**src/rtl/clkctl_pkg.sv**
```systemverilog
package clkctl_pkg;
   localparam int REG_W   = 8;
   localparam int FIELD_W = 4;

   typedef enum logic [FIELD_W-1:0] {
      CMD_NOP      = 4'h0,
      CMD_CHECK    = 4'h1,
      CMD_SRC_ON   = 4'h2,
      CMD_LOAD_DIV = 4'h3
   } cmd_e;

   typedef struct packed {
      logic               unlock;
      logic [1:0]         rsv;
      logic               ready;
      logic [FIELD_W-1:0] field;
   } csr_t;
endpackage

```
**src/rtl/clkctl_window.sv**
```systemverilog
module clkctl_window #(
   parameter int WINDOW = 4
) (
   input  logic clk,
   input  logic rst_n,
   input  logic arm_hit,
   input  logic ctrl_hit,
   output logic open
);
   localparam int CW = (WINDOW > 1) ? $clog2(WINDOW) : 1;
   localparam int AW = $clog2(WINDOW + 1) + 1;

   if (WINDOW < 1) begin : g_bad_window
      $error("clkctl_window: WINDOW must be at least 1");
   end

   logic [CW-1:0] left;

   always_ff @(posedge clk) begin
      if (!rst_n) begin
         open <= 1'b0;
         left <= '0;
      end else if (!open) begin
         if (arm_hit) begin
            open <= 1'b1;
            left <= CW'(WINDOW - 1);
         end
      end else if (ctrl_hit) begin
         open <= 1'b0;
      end else if (left == '0) begin
         open <= 1'b0;
      end else begin
         left <= left - 1'b1;
      end
   end

   // checker-side age counter for the open window
   logic [AW-1:0] age;
   always_ff @(posedge clk) begin
      if (!rst_n)    age <= '0;
      else if (open) age <= age + 1'b1;
      else           age <= '0;
   end

   assert_open_cause_R2: assert property (@(posedge clk) disable iff (!rst_n)
      $rose(open) |-> $past(arm_hit));
   assert_window_len_R3: assert property (@(posedge clk) disable iff (!rst_n)
      open |-> (age < AW'(WINDOW)));
   assert_rearm_keep_R4: assert property (@(posedge clk) disable iff (!rst_n)
      (open && arm_hit && left != '0) |=> open);
   assert_ctrl_close_R5: assert property (@(posedge clk) disable iff (!rst_n)
      (open && ctrl_hit) |=> !open);
endmodule

```
**src/rtl/clkctl_cmd.sv**
```systemverilog
module clkctl_cmd
   import clkctl_pkg::*;
#(
   parameter int SYNC_STAGES = 0
) (
   input  logic               clk,
   input  logic               rst_n,
   input  logic               accept,
   input  logic [FIELD_W-1:0] wfield,
   input  logic               src_stable,
   output logic [FIELD_W-1:0] field_q,
   output logic               ready_q,
   output logic               chk_pulse,
   output logic               on_pulse,
   output logic               div_load,
   output logic [FIELD_W-1:0] div_code
);
   if (SYNC_STAGES < 0) begin : g_bad_sync
      $error("clkctl_cmd: SYNC_STAGES must not be negative");
   end

   logic stable_s;

   if (SYNC_STAGES == 0) begin : g_direct
      assign stable_s = src_stable;
   end else begin : g_sync
      logic [SYNC_STAGES-1:0] sh;
      always_ff @(posedge clk) begin
         if (!rst_n) begin
            sh <= '0;
         end else begin
            sh[0] <= src_stable;
            for (int i = 1; i < SYNC_STAGES; i++) sh[i] <= sh[i-1];
         end
      end
      assign stable_s = sh[SYNC_STAGES-1];
   end

   logic arm_q, pend_q;
   logic is_chk, is_on, is_ld, req_cmd;

   always_comb begin
      is_chk  = accept && !arm_q && (wfield == CMD_CHECK);
      is_on   = accept && !arm_q && (wfield == CMD_SRC_ON);
      is_ld   = accept && !arm_q && (wfield == CMD_LOAD_DIV);
      req_cmd = is_chk || is_on;
   end

   assign div_load = accept && arm_q;
   assign div_code = wfield;

   always_ff @(posedge clk) begin
      if (!rst_n) begin
         field_q   <= '0;
         ready_q   <= 1'b0;
         pend_q    <= 1'b0;
         arm_q     <= 1'b0;
         chk_pulse <= 1'b0;
         on_pulse  <= 1'b0;
      end else begin
         chk_pulse <= is_chk;
         on_pulse  <= is_on;
         if (accept) field_q <= wfield;
         if (div_load)   arm_q <= 1'b0;
         else if (is_ld) arm_q <= 1'b1;
         if (req_cmd) begin
            ready_q <= 1'b0;
            pend_q  <= 1'b1;
         end else if (pend_q && stable_s) begin
            ready_q <= 1'b1;
            pend_q  <= 1'b0;
         end
      end
   end

   assert_pulse_single_R8: assert property (@(posedge clk) disable iff (!rst_n)
      (chk_pulse || on_pulse) |=> !(chk_pulse || on_pulse) || $past(req_cmd));
   assert_ready_drop_R8: assert property (@(posedge clk) disable iff (!rst_n)
      (chk_pulse || on_pulse) |-> !ready_q);
   assert_field_hold_R6: assert property (@(posedge clk) disable iff (!rst_n)
      !accept |=> $stable(field_q));
   assert_ready_cause_R9: assert property (@(posedge clk) disable iff (!rst_n)
      $rose(ready_q) |-> $past(stable_s && pend_q));
   assert_load_nocmd_R10: assert property (@(posedge clk) disable iff (!rst_n)
      div_load |=> !(chk_pulse || on_pulse));
endmodule

```
**src/rtl/clkctl_presc.sv**
```systemverilog
module clkctl_presc #(
   parameter int CODE_W   = 4,
   parameter int MAX_CODE = 8,
   parameter bit RSV_DIV1 = 1'b1
) (
   input  logic              clk,
   input  logic              rst_n,
   input  logic              load,
   input  logic [CODE_W-1:0] code_in,
   output logic              div_ce
);
   localparam int CNT_W      = (MAX_CODE > 0) ? MAX_CODE : 1;
   localparam int PERIOD_MAX = 1 << MAX_CODE;

   if (MAX_CODE < 1 || (1 << CODE_W) <= MAX_CODE) begin : g_bad_code
      $error("clkctl_presc: MAX_CODE must be 1..2**CODE_W-1");
   end

   logic [CODE_W-1:0] code_q;
   logic [CNT_W-1:0]  cnt, lim;
   logic [CNT_W:0]    pow;
   logic              code_ok;

   always_comb begin
      pow     = {{CNT_W{1'b0}}, 1'b1} << code_q;
      code_ok = (code_q <= CODE_W'(MAX_CODE));
   end

   if (RSV_DIV1) begin : g_rsv_div1
      always_comb lim = code_ok ? (pow[CNT_W-1:0] - 1'b1) : '0;
   end else begin : g_rsv_clamp
      always_comb lim = code_ok ? (pow[CNT_W-1:0] - 1'b1) : '1;
   end

   always_ff @(posedge clk) begin
      if (!rst_n) begin
         code_q <= '0;
         cnt    <= '0;
      end else begin
         if (load) code_q <= code_in;
         if (cnt == '0) cnt <= lim;
         else           cnt <= cnt - 1'b1;
      end
   end

   assign div_ce = (cnt == '0);

   // checker-side gap counter
   logic [CNT_W:0] gap;
   always_ff @(posedge clk) begin
      if (!rst_n)      gap <= '0;
      else if (div_ce) gap <= '0;
      else             gap <= gap + 1'b1;
   end

   assert_period_cap_R11: assert property (@(posedge clk) disable iff (!rst_n)
      gap <= (CNT_W+1)'(PERIOD_MAX - 1));
   assert_wrap_only_R12: assert property (@(posedge clk) disable iff (!rst_n)
      !div_ce |=> (cnt == $past(cnt) - 1'b1));
endmodule

```
**src/rtl/clkctl_guard.sv**
```systemverilog
module clkctl_guard
   import clkctl_pkg::*;
#(
   parameter int WINDOW      = 4,
   parameter int MAX_CODE    = 8,
   parameter int SYNC_STAGES = 0,
   parameter bit RSV_DIV1    = 1'b1
) (
   input  logic             clk,
   input  logic             rst_n,
   input  logic             reg_we,
   input  logic [REG_W-1:0] reg_wdata,
   output logic [REG_W-1:0] reg_rdata,
   output logic             chk_req,
   output logic             src_on_req,
   input  logic             src_stable,
   output logic             div_ce
);
   localparam logic [REG_W-1:0] UNLOCK_PAT = REG_W'(1) << (REG_W - 1);

   if ($bits(csr_t) != REG_W) begin : g_bad_layout
      $error("clkctl_guard: register layout does not match REG_W");
   end

   logic               unlock_pat, arm_hit, ctrl_hit, open, accept;
   logic [FIELD_W-1:0] field_q, div_code;
   logic               ready_q, div_load;
   csr_t               rd;

   always_comb begin
      unlock_pat = (reg_wdata == UNLOCK_PAT);
      arm_hit    = reg_we && unlock_pat;
      ctrl_hit   = reg_we && !unlock_pat;
      accept     = ctrl_hit && open;
   end

   clkctl_window #(.WINDOW(WINDOW)) u_win (
      .clk      (clk),
      .rst_n    (rst_n),
      .arm_hit  (arm_hit),
      .ctrl_hit (ctrl_hit),
      .open     (open)
   );

   clkctl_cmd #(.SYNC_STAGES(SYNC_STAGES)) u_cmd (
      .clk        (clk),
      .rst_n      (rst_n),
      .accept     (accept),
      .wfield     (reg_wdata[FIELD_W-1:0]),
      .src_stable (src_stable),
      .field_q    (field_q),
      .ready_q    (ready_q),
      .chk_pulse  (chk_req),
      .on_pulse   (src_on_req),
      .div_load   (div_load),
      .div_code   (div_code)
   );

   clkctl_presc #(.CODE_W(FIELD_W), .MAX_CODE(MAX_CODE), .RSV_DIV1(RSV_DIV1)) u_div (
      .clk     (clk),
      .rst_n   (rst_n),
      .load    (div_load),
      .code_in (div_code),
      .div_ce  (div_ce)
   );

   always_comb begin
      rd.unlock = open;
      rd.rsv    = '0;
      rd.ready  = ready_q;
      rd.field  = field_q;
   end
   assign reg_rdata = rd;

   assert_closed_ignore_R6: assert property (@(posedge clk) disable iff (!rst_n)
      (reg_we && !open && !unlock_pat) |=> $stable(reg_rdata[FIELD_W-1:0]));
   assert_closed_nopulse_R6: assert property (@(posedge clk) disable iff (!rst_n)
      (reg_we && !open) |=> !(chk_req || src_on_req));
endmodule

```
**config.mk**
```make
export PLATFORM = sky130hd
export DESIGN_NAME = clkctl_guard
export DESIGN_NICKNAME = d
export VERILOG_FILES = /design/src/rtl/clkctl_pkg.sv /design/src/rtl/clkctl_window.sv /design/src/rtl/clkctl_cmd.sv /design/src/rtl/clkctl_presc.sv /design/src/rtl/clkctl_guard.sv
export SDC_FILE = /design/constraint.sdc
export NUM_CORES = 1
export LEC_CHECK = 0
export BUFFER_PORTS_ARGS = -buffer_cell sky130_fd_sc_hd__clkbuf_2
export CAP_MARGIN = 20
export CORE_ASPECT_RATIO = 0.5
export CORE_UTILIZATION = 46
export DETAILED_ROUTE_END_ITERATION = 10
export GPL_ROUTABILITY_DRIVEN = 0
export PLACE_DENSITY = 0.7
export SLEW_MARGIN = 20
export SYNTH_ARGS = -nofsm -noshare
export SYNTH_HDL_FRONTEND = slang
export SYNTH_SLANG_ARGS = --single-unit
```
**constraint.sdc**
```tcl
create_clock -name clk -period 1.9 [get_ports clk]
set_input_delay 0.19 -clock clk [delete_from_list [all_inputs] [get_ports clk]]
set_output_delay 0.19 -clock clk [all_outputs]
set_load 0.02 [all_outputs]
```
==> results of run 1 <==
## through the flow
step	cells	hold WS (ns)
2_1_floorplan	153	0.3288
3_3_place_gp	203	0.4755
3_5_place_dp	203	0.4777
4_1_cts	208	0.1858
5_1_grt	208	0.1975
6_report	208	0.1928
## tightest hold or removal path, stage by stage
cell	delay [ns]
clkbuf_2	0.11
nand2_1	0.06
mux2i_1	0.05
## cells by family (layout without fill, tap and decap cells)
kind of cell / after synthesis / after routing
simple gates: 66 / 66
buf+inv: 18 / 36
xor+xnor: 3 / 3
other cells: 1 / 2
fa+ha+maj: 4 / 4
mux: 12 / 12
flops: 24 / 24
compound gates: 24 / 24
## power by group
group          internal (mW)  switching (mW)  leakage [nW]
clock                  0.282           0.164        0.0357
combinational          0.385           0.388         0.434
sequential             0.588           0.110         0.196
## per-layer routing
metal / GRT usage / vias to the layer above / part of all wire
li1: - / 567 / -
met1: 0.2056 / 514 / 0.47
met2: 0.3522 / 24 / 0.48
met3: 0.04773 / 0 / 0.044
met4: 0.02315 / 0 / 0
met5: 0 / - / 0
## cell usage after synthesis, drive strengths merged
cell type / number
nand4b: 1
and4b: 1
nand3: 5
o211ai: 2
a21oi: 6
nor2b: 7
xor2: 1
clkbuf: 4
nor4b: 3
or4: 1
nand2: 17
mux2: 2
a31oi: 1
o21a: 4
buf: 7
o311a: 3
nor2: 10
nand4: 2
nor3: 5
nor3b: 2
inv: 7
dfxtp: 24
nand2b: 3
mux2i: 10
and2: 4
o31ai: 1
conb: 1
and3: 2
o21ai: 3
xnor2: 2
o221a: 1
o22ai: 1
ha: 4
nor4: 2
a21bo: 1
or2: 1
o211a: 1
## repair_timing
item,in CTS,in global routing
buffers inserted,1,0
setup endpoints to repair,1,1
hold buffers,0,0
gates resized for setup,0,1
cloned,0,0
## sequential cells by signal (all words and copies together) (netlist names)
register and cells:
u_cmd.ready_q 1, u_cmd.arm_q 1, u_cmd.pend_q 1, u_div.cnt 8
u_cmd.on_pulse 1, u_win.left 2, u_div.code_q 4, u_cmd.field_q 4
u_win.open 1, u_cmd.chk_pulse 1
## worst max-delay path by stage
stage	startpoint	endpoint	slack (ns)	depth (start not counted)
after CTS	u_div.cnt[0]$_SDFF_PN0_	div_ce	0.06	6
after global placement	u_div.code_q[0]$_SDFFE_PN0P_	u_div.cnt[6]$_SDFF_PN0_	0.16	6
final	u_div.cnt[0]$_SDFF_PN0_	div_ce	0.12	6
after global routing	u_div.cnt[0]$_SDFF_PN0_	div_ce	0.006	6
after floorplan	u_div.code_q[0]$_SDFFE_PN0P_	u_div.cnt[6]$_SDFF_PN0_	0.06	7
after detailed placement	u_div.code_q[0]$_SDFFE_PN0P_	u_div.cnt[6]$_SDFF_PN0_	0.14	6
## area by class of cell
| cell class | instances | area (sq um) | share of cell area |
|---|---|---|---|
| clock inverter | 1 | 30.03 | 0.01940 |
| inverter | 7 | 26.28 | 0.01698 |
| clock buffer | 3 | 41.29 | 0.02668 |
| multi-input combinational | 111 | 785.8 | 0.5077 |
| tap | 37 | 46.29 | 0.02991 |
| sequential | 24 | 480.5 | 0.3104 |
| timing repair buffer | 25 | 137.6 | 0.08893 |
==> out/qor.yml, run 1 <==
floorplanning:
  ios: 23
  start_util: 0.5019
  die_h_um: 40.38
  dieArea_sq_um: 3180
  die_w_um: 78.76
  core_sq_um: 2700
  num_rows: 13
power:
  p_leak_nw: 0.6659
  fin_total_pwr_mw: 1.916
  ir_drop_uv: 445.0
  powerDensity_nw_per_um2: 1238
route:
  postRouteAntennaNets: 0
  wire_per_inst_um: 12.37
  dr.pass1.iters: 4
  vias_per_cell: 5.313
  dr.first_iter.drc_count: 73
  wl_um: 2573
  drc: 0
  num_vias: 1105
sta:
  slew-limit-headroom: 0.6595
  worst_slew_pin_slew_ns: 0.5107
  fin_ws_ns: 0.1248
  setup-tns-final_ns: 0
  hold_violations: 0
  final.period_utilization: 0.9343
  fmax_ghz: 0.5633
  fin_crit_ns: 1.775
  finalSetupViolCount: 0
  rsz0062_at_grt: "no"
  finClkSkew_ns: 0.002404
  drv_slew: 0
global_routing:
  overflow: 0
  grt_pass1_wl_um: 4195
  grt_pass1_vias: 981
  antenna_found_initial: 0
  grt_use_total: 0.1777
  grt_max_degree: 28
worst_setup_path:
  worstSetupStartpointType: "flip-flop"
  slowest_delay_ns: 0.35
  cp_num_buf_inv: 3
  cp_max_fo: 5
  slowest_stage: "dfxtp_1"
  path_cells: "inv_1 -> ha_1 -> nor4b_4 -> nand2_2 -> inv_2 -> clkbuf_2"
  end_kind: "primary output"
  arrival_ns: 1.59
  crit_required_ns: 1.71
  r2r.worst_path.cells: 6
  r2r_setup_slack_ns: 0.13
  worstSetupPathType: "reg -> out"
  critPathTopFamily: "simple AND/OR/NAND/NOR gates"
  timing.rr.start: "u_div.code_q[0]$_SDFFE_PN0P_"
  r2r-end: "u_div.cnt[6]$_SDFF_PN0_"
yosys:
  synth_area_sq_um: 1355
  yosys-top-cells-area: "dfxtp_1 35%, mux2i_1 7.4%, nand2_1 4.2%, ha_1 3.7%, nor2b_1 3.2%"
  synth.distinct_cells: 45
  synth.ff_latch_count: 24
  synth_compound_area_frac: 0.1302
  synth_top_family_by_area: "simple AND/OR/NAND/NOR gates"
  synth_top_area_frac: 0.3546
  synth_xor_xnor_area_share: 0.01939
  synth_simple_gate_area_share: 0.2973
  yosysTopAreaCell: "dfxtp_1"
  ys_seq_area_frac: 0.3546
  synth_area_per_cell_sq_um: 8.915
  ys.warnings.count: 0
  syn-instance-count: 152
  yosys.area_share.adder: 0.03693
  synth_mux_area_frac: 0.09049
place:
  dp_hpwl_um: 1823
  port_buffers: 20
  dpl_cell_area_sq_um: 1469
  post-place-ws_ns: 0.1440
finish:
  layout_common_cells: "24 x dfxtp_1, 20 x clkbuf_2, 15 x nand2_1"
  final_common_cell: "dfxtp_1"
  fin_util: 0.5732
  final_area_sq_um: 1548
  layout-drive-gt1-share: 0.2632
  nFillCells: 255
  diodes: 0
  syn_to_final_growth_pct: 14.22
  layout.nets: 188
cts:
  path_clk_slew_ns: 0.09
  clk_latency_ns: 0.27
  clockBufferDepth: 2
  cts_sinks: 24
  cts_htree_levels: 1
  cts_tree: "yes"
  numCtsBuffers: 3
  cts_root_buffer: "clkbuf_8"
min_path:
  worstHoldStart: "reg_wdata[3]"
  hold_depth: 3
  min_path_type: "in -> reg"
  hold-path-endpoint: "u_div.code_q[3]$_SDFFE_PN0P_"
status:
  outcome: "finished clean"
run:
  max_cap_violations: 0
No activity file was read; power rests on OpenSTA's default activity.
==> run 2: changes to the inputs <==
Settings changed: CORE_UTILIZATION 46 to 49, PLACE_DENSITY 0.7 to 0.74.
==> run 2 against run 1 <==
Compared with the run above: clock power hardly changed; combinational power fell by 1%; sequential power about the same; via count decreased by 1.7%; fmax up 0.44%; sequential share of layout area down 0.10 points; worst setup slack improved by 0.0078 ns; clock-buffer cell count did not move; critical path type unchanged; cell count did not move; global-route usage fell by 0.21 points.
==> out/qor.yml, run 2 (synthesis results as in run 1) <==
finish:
  diodes: 0
  layout.nets: 188
  syn_to_final_growth_pct: 14.59
  fin_util: 0.5966
  layout-drive-gt1-share: 0.2749
  layout_common_cells: "24 x dfxtp_1, 19 x clkbuf_2, 15 x nand2_1"
  reg.largest.list: "u_div.cnt x8, u_cmd.field_q x4, u_div.code_q x4"
  final_common_cell: "dfxtp_1"
  instances_no_fill: 208
  nFillCells: 227
  final_area_sq_um: 1553
  multi_input_area_sq_um: 790.8
  seqCellArea_sq_um: 480.5
  largest_register_ffs: 8
  top_register: "u_div.cnt"
cts:
  cts_htree_levels: 1
  path_clk_slew_ns: 0.08
  clk_latency_ns: 0.27
  cts_tree: "yes"
  cts_hold_buf: 0
  cts_sinks: 24
  clockBufferDepth: 2
  numCtsBuffers: 3
  cts_root_buffer: "clkbuf_8"
worst_setup_path:
  arrival_ns: 1.58
  worstSetupPathType: "reg -> out"
  worstSetupStartpointType: "flip-flop"
  slowest_delay_ns: 0.35
  critPathTopFamily: "simple AND/OR/NAND/NOR gates"
  cp_max_fo: 5
  cp_num_buf_inv: 3
  path_cells: "inv_1 -> ha_2 -> nor4b_4 -> nand2_2 -> inv_2 -> buf_2"
  crit_required_ns: 1.71
  end_kind: "primary output"
  slowest_stage: "dfxtp_1"
global_routing:
  antenna_found_initial: 0
  grt_pass1_vias: 952
  grt_use_total: 0.1756
  grt_max_degree: 28
  overflow: 0
  grt_pass1_wl_um: 3988
sta:
  fin_crit_ns: 1.767
  setup-tns-final_ns: 0
  fmax_ghz: 0.5658
  rsz0062_at_grt: "no"
  final.period_utilization: 0.9302
  finalSetupViolCount: 0
  drv_slew: 0
  hold_violations: 0
  finClkSkew_ns: 0.003004
status:
  outcome: "finished clean"
place:
  dp_cells: 203
  dp_hpwl_um: 1794
  dpl_cell_area_sq_um: 1469
  port_buffers: 20
power:
  p_leak_nw: 0.6641
  switching_share: 0.3391
  p_int_mw: 1.259
  combinationalPowerShare: 0.401
  power.switching_mw: 0.6458
  powerDensity_nw_per_um2: 1226
  ir_drop_uv: 584.6
  p_seq_frac: 0.364
  clkPwrFrac: 0.234
route:
  wire_per_inst_um: 11.64
  drc: 0
  wl_um: 2421
  dr.first_iter.drc_count: 30
  postRouteAntennaNets: 0
  dr.pass1.iters: 4
  vias_per_cell: 5.221
  num_vias: 1086
floorplanning:
  num_rows: 13
  start_util: 0.5207
  core_sq_um: 2603
  dieArea_sq_um: 2993
  die_w_um: 76.37
  die_h_um: 39.19
  ios: 23
min_path:
  min_path_type: "in -> reg"
run:
  max_cap_violations: 0
run 2: what timing repair did:
| action | in CTS | in global routing |
|---|---|---|
| buffers inserted | 1 | 0 |
| pin swaps | 0 | 0 |
| setup endpoints to repair | 1 | 2 |
| resized for setup | 0 | 4 |
run 2: power by group through the flow:
| stage | clock, mW | combinational (mW) | sequential, mW |
|---|---|---|---|
| finish | 0.446 | 0.764 | 0.694 |
| floorplan | 0 | 0.596 | 0.691 |
| global placement | 0 | 0.710 | 0.704 |
| global route | 0.476 | 0.858 | 0.705 |
| CTS | 0.460 | 0.761 | 0.694 |
| detailed placement | 0 | 0.727 | 0.706 |
run 2: path summary, 6_finish.rpt:
kind / start / to / depth (start not counted) / slack [ns]
max: u_div.cnt[0]$_SDFF_PN0_ / div_ce / 6 / 0.13
min reg2reg: u_win.left[1]$_SDFFE_PN0P_ / u_win.left[1]$_SDFFE_PN0P_ / 1 / 0.52
min: reg_wdata[3] / u_div.code_q[3]$_SDFFE_PN0P_ / 3 / 0.19
max reg2reg: u_div.code_q[0]$_SDFFE_PN0P_ / u_div.cnt[6]$_SDFF_PN0_ / 6 / 0.16
run 2: final cells by class:
class                           count  share of cell area
Clock buffer                        3             0.02659
Clock inverter                      1             0.01934
Inverter                            7             0.01692
Multi-Input combinational cell    111              0.5093
Sequential cell                    24              0.3094
Tap cell                           37             0.02981
Timing Repair Buffer               25             0.08864
run 2: per-stage QoR:
stage | hold slack [ns] | total power [mW] | setup WS [ns]
after floorplan | 0.3288 | 1.287 | 0.06313
after global placement | 0.4777 | 1.413 | 0.1628
after detailed placement | 0.4802 | 1.433 | 0.1156
after CTS | 0.1823 | 1.916 | 0.05940
after global routing | 0.2207 | 2.040 | 0.01758
final | 0.1937 | 1.904 | 0.1326
run 2: worst reg2reg max path: stages (launching register included):
cell and delay (ns):
dfxtp_1 0.32, or4_4 0.54, ha_2 0.22, and2_1 0.16, o211ai_1 0.16, a21oi_1 0.08
o21a_1 0.16
run 2: routing by layer:
layer  share of wire  up-vias  routed length, um  global-route usage
met2            0.47       20               1147              0.3356
met4               0        0                  0             0.04327
met3           0.039        0                 94             0.05882
met1            0.49      501               1178              0.1964
met5               0        -                  0                   0
li1                -      565                  -                   -
==> run 3: changes to the inputs <==
Settings changed: CORE_UTILIZATION 49 to 25, PLACE_DENSITY 0.74 to unset.
==> run 3 against run 2 <==
Compared with the run above: worst setup slack worse by 0.0016 ns; total power up 0.96%; worst hold slack gained 0.0047 ns; routed wire length grew 5.2%; largest power group unchanged.
==> out/qor.yml, run 3 (synthesis results as in run 1) <==
finish:
  reg.largest.list: "u_div.cnt x8, u_cmd.field_q x4, u_div.code_q x4"
  instances_no_fill: 242
  top_register: "u_div.cnt"
  largest_register_ffs: 8
  final_area_sq_um: 1599
  seqCellArea_sq_um: 480.5
  diodes: 0
  final_common_cell: "dfxtp_1"
  layout_common_cells: "24 x dfxtp_1, 20 x clkbuf_2, 15 x nand2_1"
  syn_to_final_growth_pct: 18.01
  multi_input_area_sq_um: 788.3
  nFillCells: 532
  layout-drive-gt1-share: 0.2733
  layout.nets: 189
route:
  num_vias: 1088
  dr.first_iter.drc_count: 24
  drc: 0
  postRouteAntennaNets: 0
  vias_per_cell: 4.496
  wire_per_inst_um: 10.52
  wl_um: 2546
  dr.pass1.iters: 4
cts:
  cts_hold_buf: 0
  cts_htree_levels: 1
  cts_tree: "yes"
  numCtsBuffers: 3
  cts_root_buffer: "clkbuf_8"
  clk_latency_ns: 0.27
  path_clk_slew_ns: 0.09
  clockBufferDepth: 2
  cts_sinks: 24
worst_setup_path:
  cp_max_fo: 6
  slowest_delay_ns: 0.53
  worstSetupStartpointType: "flip-flop"
  crit_start: "u_div.code_q[0]$_SDFFE_PN0P_"
  cp_num_buf_inv: 0
  path_cells: "or4_4 -> ha_2 -> and2_1 -> o211ai_1 -> a21oi_1 -> o21a_1"
  slowest_stage: "or4_4"
  arrival_ns: 1.93
  end_kind: "flip-flop"
  worstSetupPathType: "reg -> reg"
  timing.rr.start: "u_div.code_q[0]$_SDFFE_PN0P_"
  crit_required_ns: 2.07
  critPathTopFamily: "simple AND/OR/NAND/NOR gates"
sta:
  finClkSkew_ns: 0.004307
  drv_slew: 0
  rsz0062_at_grt: "no"
  fmax_ghz: 0.5653
  fin_crit_ns: 1.769
  setup-tns-final_ns: 0
  hold_violations: 0
  final.period_utilization: 0.9311
  slew-limit-headroom: 0.6604
  fin_ws_ns: 0.1310
  hold_slack_ns: 0.1984
  finalSetupViolCount: 0
  worst_slew_pin_slew_ns: 0.5047
run:
  max_cap_violations: 0
place:
  dpl_cell_area_sq_um: 1510
  dp_hpwl_um: 1923
  port_buffers: 20
  dp_cells: 236
  post-place-ws_ns: 0.1151
floorplanning:
  core_sq_um: 5067
  dieArea_sq_um: 5737
  start_util: 0.2674
  die_w_um: 106.1
  num_rows: 18
  die_h_um: 54.06
  ios: 23
global_routing:
  overflow: 0
  grt_max_degree: 28
  grt_pass1_wl_um: 4574
  grt_use_total: 0.1015
  antenna_found_initial: 0
  grt_pass1_vias: 1035
power:
  p_int_mw: 1.274
  clkPwrFrac: 0.233
  powerDensity_nw_per_um2: 1202
  switching_share: 0.3372
  power.switching_mw: 0.6482
  ir_drop_uv: 278.4
  p_seq_frac: 0.362
  p_leak_nw: 0.6697
  combinationalPowerShare: 0.405
min_path:
  min_path_type: "in -> reg"
  worstHoldStart: "reg_wdata[2]"
status:
  outcome: "finished clean"
[run 3: path summary, 6_finish.rpt]
kind | depth (start not counted) | slack, ns | to
setup / recovery | 6 | 0.13 | u_div.cnt[6]$_SDFF_PN0_
setup reg to reg | 6 | 0.13 | u_div.cnt[6]$_SDFF_PN0_
hold / removal | 3 | 0.20 | u_div.code_q[2]$_SDFFE_PN0P_
hold reg to reg | 1 | 0.51 | u_win.left[1]$_SDFFE_PN0P_
[run 3: area by class of cell]
class / count / area share
inverters: 7 / 0.01643
clock inverters: 1 / 0.01878
multi-input cells: 111 / 0.4930
clock buffers: 3 / 0.02582
flip-flops and latches: 24 / 0.3005
well taps: 70 / 0.05477
repair buffers: 26 / 0.09077
[run 3: power groups by stage]
stage                     logic (mW)  registers, mW  clock network [mW]
after floorplan                0.596          0.691                   0
after global placement         0.715          0.704                   0
after detailed placement       0.717          0.708                   0
after CTS                      0.751          0.696               0.464
after global routing           0.872          0.708               0.489
final                          0.779          0.695               0.448
[run 3: routing by layer]
layer / track usage / routed length (um)
met5: 0 / 0
met4: 0.03472 / 0
met3: 0.02542 / 42
met2: 0.1861 / 1199
met1: 0.1192 / 1303
[run 3: worst reg2reg max path: cells and delay by family (launching register included)]
kind / cells / cell delay [ns]
AO/OA/AOI/OAI: 3 / 0.43
adder cells (fa/ha/maj): 1 / 0.22
AND/OR/NAND/NOR: 2 / 0.70
flip-flops: 1 / 0.32
[run 3: stage by stage]
stage | total power, mW | util
after global routing | 2.068 | 0.3156
after global placement | 1.419 | 0.2980
after CTS | 1.911 | 0.3136
after detailed placement | 1.424 | 0.2980
final | 1.923 | 0.3156
after floorplan | 1.287 | -
[run 3: repair_timing]
| action | 4_1_cts | 5_1_grt |
|---|---|---|
| pin swaps | 0 | 0 |
| buffers inserted | 1 | 1 |
| resized for setup | 0 | 2 |
| setup endpoints to repair | 1 | 2 |
| hold endpoints to repair | 0 | 0 |
